==> src/rtl/ling_pkg.sv <==
package ling_pkg;

    // Generate/propagate pair for the pseudo-carry recurrence
    // h[i+1] = gen[i] | (prop[i] & h[i]), where prop[i] is the transmit term of bit i-1.
    typedef struct packed {
        logic gen;
        logic prop;
    } gp_t;

    // Fold a lower span into an upper span of the recurrence.
    function automatic gp_t gp_merge(input gp_t hi, input gp_t lo);
        gp_t r;
        r.gen  = hi.gen | (hi.prop & lo.gen);
        r.prop = hi.prop & lo.prop;
        return r;
    endfunction

endpackage

==> src/rtl/ling_bitgen.sv <==
// Stage one: per-bit generate, propagate and transmit terms.
module ling_bitgen #(
    parameter int WIDTH = 32
) (
    input  logic [WIDTH-1:0] opa_i,
    input  logic [WIDTH-1:0] opb_i,
    output logic [WIDTH-1:0] gen_o,
    output logic [WIDTH-1:0] prp_o,
    output logic [WIDTH-1:0] trn_o
);

    for (genvar i = 0; i < WIDTH; i++) begin : g_bit
        always_comb begin
            gen_o[i] = opa_i[i] & opb_i[i];
            prp_o[i] = opa_i[i] ^ opb_i[i];
            trn_o[i] = gen_o[i] | prp_o[i];
        end
    end

endmodule

==> src/rtl/ling_hchain.sv <==
// Stage two: pseudo-carry chain. Serial lookahead inside each group,
// parallel-prefix tree across groups. psc_o[0] is the carry-in,
// psc_o[i+1] is the pseudo-carry above bit i.
module ling_hchain
    import ling_pkg::*;
#(
    parameter int WIDTH = 32,
    parameter int GROUP = 4
) (
    input  logic [WIDTH-1:0] gen_i,
    input  logic [WIDTH-1:0] trn_i,
    input  logic             cin_i,
    output logic [WIDTH:0]   psc_o
);

    localparam int NGRP = (WIDTH + GROUP - 1) / GROUP;
    localparam int PADW = NGRP * GROUP;
    localparam int LVLS = (NGRP > 1) ? $clog2(NGRP) : 1;

    logic [PADW-1:0] gen_pad;
    logic [PADW-1:0] trn_pad;
    gp_t             bit_gp   [PADW];
    gp_t             loc_gp   [NGRP][GROUP];
    gp_t             tree_gp  [LVLS+1][NGRP];
    logic            grp_hin  [NGRP];
    logic [PADW:0]   psc_full;

    // Pad the high end with zeros so every group is full width.
    always_comb begin
        gen_pad = '0;
        trn_pad = '0;
        gen_pad[WIDTH-1:0] = gen_i;
        trn_pad[WIDTH-1:0] = trn_i;
    end

    // Bit-level pair: transmit below bit 0 is taken as 1.
    for (genvar i = 0; i < PADW; i++) begin : g_bitgp
        if (i == 0) begin : g_lsb
            always_comb begin
                bit_gp[i].gen  = gen_pad[i];
                bit_gp[i].prop = 1'b1;
            end
        end else begin : g_rest
            always_comb begin
                bit_gp[i].gen  = gen_pad[i];
                bit_gp[i].prop = trn_pad[i-1];
            end
        end
    end

    // Serial lookahead inside each group.
    for (genvar j = 0; j < NGRP; j++) begin : g_grp
        for (genvar k = 0; k < GROUP; k++) begin : g_pos
            if (k == 0) begin : g_first
                always_comb loc_gp[j][k] = bit_gp[j*GROUP];
            end else begin : g_next
                always_comb loc_gp[j][k] = gp_merge(bit_gp[j*GROUP+k], loc_gp[j][k-1]);
            end
        end
        always_comb tree_gp[0][j] = loc_gp[j][GROUP-1];
    end

    // Parallel-prefix tree over group totals.
    for (genvar l = 0; l < LVLS; l++) begin : g_lvl
        for (genvar j = 0; j < NGRP; j++) begin : g_node
            if (j >= (1 << l)) begin : g_comb
                always_comb tree_gp[l+1][j] = gp_merge(tree_gp[l][j], tree_gp[l][j-(1<<l)]);
            end else begin : g_pass
                always_comb tree_gp[l+1][j] = tree_gp[l][j];
            end
        end
    end

    // Pseudo-carry entering each group, then the per-bit values.
    for (genvar j = 0; j < NGRP; j++) begin : g_hin
        if (j == 0) begin : g_base
            always_comb grp_hin[j] = cin_i;
        end else begin : g_upper
            always_comb grp_hin[j] = tree_gp[LVLS][j-1].gen
                                   | (tree_gp[LVLS][j-1].prop & cin_i);
        end
        for (genvar k = 0; k < GROUP; k++) begin : g_out
            always_comb psc_full[j*GROUP+k+1] = loc_gp[j][k].gen
                                              | (loc_gp[j][k].prop & grp_hin[j]);
        end
    end

    always_comb psc_full[0] = cin_i;
    always_comb psc_o = psc_full[WIDTH:0];

    logic unused_pad;
    always_comb unused_pad = ^psc_full;

endmodule

==> src/rtl/ling_sumgen.sv <==
// Stage three: rebuild true carries from the pseudo-carries and form the sum.
module ling_sumgen #(
    parameter int WIDTH = 32
) (
    input  logic [WIDTH-1:0] prp_i,
    input  logic [WIDTH-1:0] trn_i,
    input  logic [WIDTH:0]   psc_i,
    output logic [WIDTH-1:0] cry_o,
    output logic [WIDTH-1:0] sum_o,
    output logic             cout_o
);

    for (genvar i = 0; i < WIDTH; i++) begin : g_bit
        if (i == 0) begin : g_lsb
            always_comb cry_o[i] = psc_i[0];
        end else begin : g_rest
            always_comb cry_o[i] = trn_i[i-1] & psc_i[i];
        end
        always_comb sum_o[i] = prp_i[i] ^ cry_o[i];
    end

    always_comb cout_o = psc_i[WIDTH] & trn_i[WIDTH-1];

endmodule

==> src/rtl/ling_adder.sv <==
module ling_adder #(
    parameter int WIDTH   = 32,
    parameter int GROUP   = 4,
    parameter bit REG_OUT = 1'b1
) (
    input  logic             clk,
    input  logic             rst_n,
    input  logic [WIDTH-1:0] opa_i,
    input  logic [WIDTH-1:0] opb_i,
    input  logic             cin_i,
    output logic [WIDTH-1:0] sum_o,
    output logic             cout_o
);

    typedef struct packed {
        logic             cout;
        logic [WIDTH-1:0] sum;
    } res_t;

    logic [WIDTH-1:0] gen_w;
    logic [WIDTH-1:0] prp_w;
    logic [WIDTH-1:0] trn_w;
    logic [WIDTH:0]   psc_w;
    logic [WIDTH-1:0] cry_w;
    logic [WIDTH-1:0] sum_w;
    logic             cout_w;
    res_t             res_d;
    res_t             res_q;

    ling_bitgen #(.WIDTH(WIDTH)) u_bitgen (
        .opa_i (opa_i),
        .opb_i (opb_i),
        .gen_o (gen_w),
        .prp_o (prp_w),
        .trn_o (trn_w)
    );

    ling_hchain #(.WIDTH(WIDTH), .GROUP(GROUP)) u_hchain (
        .gen_i (gen_w),
        .trn_i (trn_w),
        .cin_i (cin_i),
        .psc_o (psc_w)
    );

    ling_sumgen #(.WIDTH(WIDTH)) u_sumgen (
        .prp_i  (prp_w),
        .trn_i  (trn_w),
        .psc_i  (psc_w),
        .cry_o  (cry_w),
        .sum_o  (sum_w),
        .cout_o (cout_w)
    );

    always_comb begin
        res_d      = '0;
        res_d.sum  = sum_w;
        res_d.cout = cout_w;
    end

    if (REG_OUT) begin : g_reg
        always_ff @(posedge clk or negedge rst_n) begin
            if (!rst_n) res_q <= '0;
            else        res_q <= res_d;
        end
    end else begin : g_comb
        always_comb res_q = res_d;
    end

    always_comb begin
        sum_o  = res_q.sum;
        cout_o = res_q.cout;
    end

    // ---------------- assertions ----------------
    logic [WIDTH:0] arith_w;
    logic [WIDTH:0] rip_c;

    always_comb begin
        arith_w = {1'b0, opa_i} + {1'b0, opb_i} + {{WIDTH{1'b0}}, cin_i};
        rip_c[0] = cin_i;
        for (int i = 0; i < WIDTH; i++) begin
            rip_c[i+1] = (opa_i[i] & opb_i[i]) | ((opa_i[i] | opb_i[i]) & rip_c[i]);
        end
    end

    a_r1_sum_low: assert property (@(posedge clk) disable iff (!rst_n)
        res_d.sum == arith_w[WIDTH-1:0]);

    a_r2_cout_top: assert property (@(posedge clk) disable iff (!rst_n)
        res_d.cout == arith_w[WIDTH]);

    a_r5_wrap_all_ones: assert property (@(posedge clk) disable iff (!rst_n)
        ((&opa_i) && (opb_i == '0) && cin_i) |-> (res_d.sum == '0 && res_d.cout));

    a_r7_pseudo_def: assert property (@(posedge clk) disable iff (!rst_n)
        psc_w[WIDTH:1] == (rip_c[WIDTH:1] | rip_c[WIDTH-1:0]));

    a_r7_carry_recover: assert property (@(posedge clk) disable iff (!rst_n)
        cry_w == rip_c[WIDTH-1:0]);

    if (REG_OUT) begin : g_reg_chk
        a_r3_one_cycle: assert property (@(posedge clk) disable iff (!rst_n)
            $past(rst_n) |-> ({cout_o, sum_o} == $past(arith_w)));
    end

endmodule

==> config.mk <==
export PLATFORM = sky130hd
export DESIGN_NAME = ling_adder
export DESIGN_NICKNAME = d
export VERILOG_FILES = /design/src/rtl/ling_pkg.sv /design/src/rtl/ling_bitgen.sv /design/src/rtl/ling_hchain.sv /design/src/rtl/ling_sumgen.sv /design/src/rtl/ling_adder.sv
export SDC_FILE = /design/constraint.sdc
export NUM_CORES = 1
export LEC_CHECK = 0
export ABC_AREA = 1
export BUFFER_PORTS_ARGS = -buffer_cell sky130_fd_sc_hd__buf_4
export CORE_MARGIN = 5
export CORE_UTILIZATION = 53
export CTS_BUF_LIST = sky130_fd_sc_hd__clkbuf_4 sky130_fd_sc_hd__clkbuf_8
export DETAILED_ROUTE_END_ITERATION = 16
export PLACE_DENSITY = 0.83
export SYNTH_ARGS = -nofsm -noshare
export SYNTH_HDL_FRONTEND = slang
export SYNTH_SLANG_ARGS = --single-unit
==> constraint.sdc <==
create_clock -name clk -period 0.8 [get_ports clk]
set_input_delay 0.16 -clock clk [delete_from_list [all_inputs] [get_ports clk]]
set_output_delay 0.16 -clock clk [all_outputs]
set_load 0.01 [all_outputs]
==> results of run 1 <==
-- logic make-up after synthesis --
| kind of cell | Yosys count | share of synthesized area |
|---|---|---|
| AOI/OAI and AO/OA | 17 | 0.0361 |
| xor gates and xnor gates | 24 | 0.0690 |
| adders and majority gates | 68 | 0.284 |
| buffers and inverters | 121 | 0.149 |
| DFF | 33 | 0.271 |
| and+or+nand+nor | 125 | 0.191 |
-- synthesized netlist by cell type, types with 2 or more instances --
cell,instances
inv_2,3
xor2_1,17
o21bai_1,2
ha_1,66
nand2_2,11
nor3_1,2
nand2_1,79
nand4_1,3
nand3_2,3
nand3_1,10
nor2_1,9
inv_1,118
o21ai_1,3
dfrtp_1,33
nor3_2,3
fa_1,2
a21oi_1,8
xnor2_1,7
-- timing repair --
item,in CTS
setup buffers,25
cloned,0
endpoints found under the hold margin,33
gates resized for setup,154
hold buffers,1
pin swaps,64
endpoints found under the setup margin,65
-- stage by stage --
step / worst slack, ns / hold WS (ns)
CTS: -0.489 / 0.227
global placement: -0.810 / 0.134
detailed placement: -0.850 / 0.138
floorplan: -0.568 / -0.136
==> flow_summary_export.csv, run 1 <==
group,metric,value,unit
run_status,outcome,"stopped before the end",
run_status,haltStage,"5_1_grt",
run_status,toolErrorMsg,"[ERROR DPL-0038] Utilization greater than 100%, impossible to legalize",
placed_design,place.detailed.instances,592,
logic_synthesis,postSynthRegisterBits,33,
floorplanning,placementRows,27,
logic_synthesis,synth_top_cells_by_area,"dfrtp_1 (27%), ha_1 (27%), inv_1 (15%), nand2_1 (9.7%), xor2_1 (4.9%)",
clock_tree,clock_sinks,33,
logic_synthesis,synthesis.instances,388,
placed_design,placed_instance_area,0.00455,mm2
placed_design,place.port_buffers,99,
placed_design,gp_congestion,0.834,
clock_tree,cts-htree-levels,2,
logic_synthesis,synth.distinct_cells,27,
logic_synthesis,synth_top_cell_area_share,0.271,
logic_synthesis,avgSynthCellArea,7.86,um2
logic_synthesis,synthesis.area,0.00305,mm2
sta,worst_path_end_type,"register input",
logic_synthesis,ys_seq_area_frac,0.271,
floorplanning,die_width,85.8,um
logic_synthesis,synth_enable_flop_cells,0,
placed_design,detailed_place_hpwl,6280,um
sta,timing.grt.repair.worst_endpoint,"sum_o[31]$_DFF_PN0_/D",
floorplanning,io_pins,100,
logic_synthesis,synthDominantAreaCellType,"dfrtp_1",
logic_synthesis,ys.flop_type,"dfrtp_1",
floorplanning,die_y,85.8,um
clock_tree,cts_buffers,5,
clock_tree,cts.path.max_buffers,2,
floorplanning,starting_utilization_of_the_core_area,0.550,
logic_synthesis,synth-warning-count,0,
grt,grt_start_max_net_pins,34,
logic_synthesis,synth_fp_nets,523,
logic_synthesis,synth_async_sr_flop_share,1.00,
clock_tree,cts.root.buffer_cell,"clkbuf_8",
==> run 2, diff against run 1 <==
Settings changed: CORE_UTILIZATION 53 to 40, CTS_BUF_LIST sky130_fd_sc_hd__clkbuf_4 sky130_fd_sc_hd__clkbuf_8 to default, PLACE_DENSITY 0.83 to default, PLACE_DENSITY_LB_ADDON from default to 0.15.
==> run 2 against run 1 <==
Compared with the run above:
- the flow now finishes, with violations (negative setup slack)
- synthesized cell count unchanged
- synthesized area unchanged
==> flow_summary_export.csv, run 2 <==
group,metric,value,unit
run_status,outcome,"finished, violations left",
run_status,violations_in_the_final_reports,"negative setup slack",
logic_synthesis,synth_top_cells_by_area,"dfrtp_1 (27%), ha_1 (27%), inv_1 (15%), nand2_1 (9.7%), xor2_1 (4.9%)",
sta,max_slew_margin,0.705,
logic_synthesis,synth_fp_nets,523,
grt,grt_start_max_net_pins,34,
hold_path,timing.hold.worst.start,"opb_i[9]",
logic_synthesis,yosys.cell_count.top_type,"inv_1",
hold_path,worst_hold_path_type,"in2reg",
logic_synthesis,ys_seq_area_frac,0.271,
logic_synthesis,ys.flop_type,"dfrtp_1",
finish,layout.cells.most_common,"buf_4",
clock_tree,cts-htree-levels,2,
run,cap_violations,0,
finish,final_core_util,0.749,
sta,finalWorstPathRequiredPeriod,1.30,ns
logic_synthesis,synth-warning-count,0,
clock_tree,clk_pin_slew_worst_paths,0.08,ns
clock_tree,clock_sinks,33,
sta,clock.fmax,768,MHz
detailed_routing,via_count,2820,
placed_design,detailed_place_hpwl,5980,um
detailed_routing,firstDrtPassIters,4,
critical_path,critical_setup_path_class,"in2reg",
sta,rsz_0062_raised_after_global_routing,"yes",
floorplanning,die_width,97.3,um
detailed_routing,drt_wl_total,7850,um
logic_synthesis,synth_top_family_by_area,"adder cells",
finish,layout.nets,680,
detailed_routing,drt_iter0_drc,27,
logic_synthesis,postSynthRegisterBits,33,
critical_path,worst_ep_required_time,0.99,ns
detailed_routing,drt-wirelength-per-cell,12.2,um
logic_synthesis,post_synth_fa_ha_maj_area_fraction,0.284,
sta,setup_total_negative_slack,-16.86,ns
sta,hold_viol,0,
floorplanning,dieArea,0.00947,mm2
sta,hold-worst-slack,0.208,ns
grt,globalRouteOverflowTotal,0,
clock_tree,cts.root.buffer_cell,"clkbuf_8",
detailed_routing,avgViaCountPerCell,4.37,
logic_synthesis,synth_compound_area_frac,0.0361,
finish,insertedDiodeCount,0,
floorplanning,placementRows,31,
clock_tree,clock_tree_from_tritoncts,"done",
critical_path,crit_fanout,3,
grt,grt.total_usage,0.164,
logic_synthesis,synthDominantAreaCellType,"dfrtp_1",
logic_synthesis,avgSynthCellArea,7.86,um2
floorplanning,io_pins,100,
floorplanning,die_y,97.3,um
logic_synthesis,synth_top_cell_area_share,0.271,
logic_synthesis,synthesis.instances,388,
placed_design,place.port_buffers,99,
sta,fraction_of_the_cycle_the_final_worst_path_needs,1.63,
critical_path,startpoint_type,"primary input",
logic_synthesis,synth.area.mux_share,0,
pwr,power.density_cell_area,1280,mW/mm2
finish,layout-area-overhead-vs-synth,80.1,%
sta,max_slew.worst_pin.slew,0.439,ns
logic_synthesis,synth_async_sr_flop_share,1.00,
sta,timing.final.setup_violations,63,
placed_design,dp_worst_setup_slack,-0.895,ns
finish,layout-drive-gt1-share,0.604,
logic_synthesis,synth_enable_flop_cells,0,
grt,first_global_vias,3070,
critical_path,worst-endpoint-arrival,1.50,ns
logic_synthesis,synth.distinct_cells,27,
clock_tree,cts.path.max_buffers,2,
floorplanning,fp.coreArea,0.00733,mm2
logic_synthesis,synthesis.area,0.00305,mm2
logic_synthesis,synthTopCellsByCount,"inv_1 (118), nand2_1 (79), ha_1 (66)",
critical_path,cp-end-kind,"flip-flop",
pwr,p_leak,2.85,nW
detailed_routing,number_of_design_rule_violations_left_after_detail_routing,0,
grt,antenna_found_initial,0,
finish,most-common-layout-cells,"buf_4 (83), inv_1 (67), buf_6 (55)",
pwr,vdd_drop_max,0.635,mV
sta,worst_case_setup_margin_in_the_final_layout,-0.503,ns
floorplanning,starting_utilization_of_the_core_area,0.416,
grt,grt_pass1_wl,13000,um
detailed_routing,antenna_left,0,
placed_design,gp_congestion,0.743,
finish,largest_reg_flops,32,
finish,layout.filler_cells,528,
clock_tree,cts_buffers,5,
pwr,design_power_total,7.01,mW
logic_synthesis,post_synth_and_or_nand_nor_area_fraction,0.191,
sta,final-max-slew-violation-count,0,
logic_synthesis,synthXorXnorAreaFrac,0.0690,
critical_path,worstSetupStartpoint,"opb_i[16]",
## run 2: path summary, 6_finish.rpt
| path | end | slack, ns | cells past startpoint |
|---|---|---|---|
| max in group asynchronous | sum_o[11] | 0.28 | 3 |
| setup / recovery | sum_o[29] | -0.50 | 15 |
| min in group asynchronous | sum_o[5] | 0.34 | 3 |
| hold / removal | sum_o[9] | 0.21 | 4 |
## run 2: cells by family (layout without fill, tap and decap cells)
kind of cell,Yosys count,count (layout)
compound gates,17,17
flops,33,33
simple gates,125,125
xor+xnor,24,24
fa+ha+maj,68,68
buf+inv,121,279
## run 2: critical path, stage by stage
cell and delay, ns:
buf_4 0.11, inv_4 0.03, ha_4 0.15, inv_4 0.05
nand3_4 0.08, nor2_4 0.12, and3_4 0.19, and2_4 0.14
nand2_2 0.06, nand2_4 0.10, nand2_4 0.08, nand2_4 0.08
nand2_2 0.04, nand2_1 0.05, nand2_1 0.05
## run 2: final cells by class
cell class | instances | area [um2] | area share
clock buffer | 5 | 68.8 | 0.0125
clock inverter | 3 | 17.5 | 0.00319
inverter | 121 | 567 | 0.103
timing repair buffer | 150 | 1430 | 0.261
multi-input combinational | 234 | 2450 | 0.447
tap | 99 | 124 | 0.0226
sequential | 33 | 826 | 0.150
## run 2: what timing repair did
item / CTS / global route
endpoints found under the setup margin: 63 / 63
gates resized for setup: 110 / 79
pin swaps: 50 / 67
hold endpoints to repair: 33 / 0
setup buffers: 7 / 10
hold buffers: 1 / 0
## run 2: stage by stage
step	instances	area (um2)
after floorplan	388	3460
after global placement	619	4590
after detailed placement	619	4590
after CTS	635	5120
after global routing	645	5490
final	645	5490
## run 2: where the power goes
group	switching [mW]	internal (mW)	total [mW]
logic	1.55	1.95	3.51
registers	0.175	2.02	2.20
clock network	0.708	0.602	1.31
## run 2: metal layers
metal  up-vias  track usage  wire length [um]
li1       1439            -                 -
met1      1305        0.158              2730
met2        65        0.333              4550
met3        11       0.0459               457
met4         0       0.0469               114
met5         -            0                 0
Power figures use the tool's default switching activity.
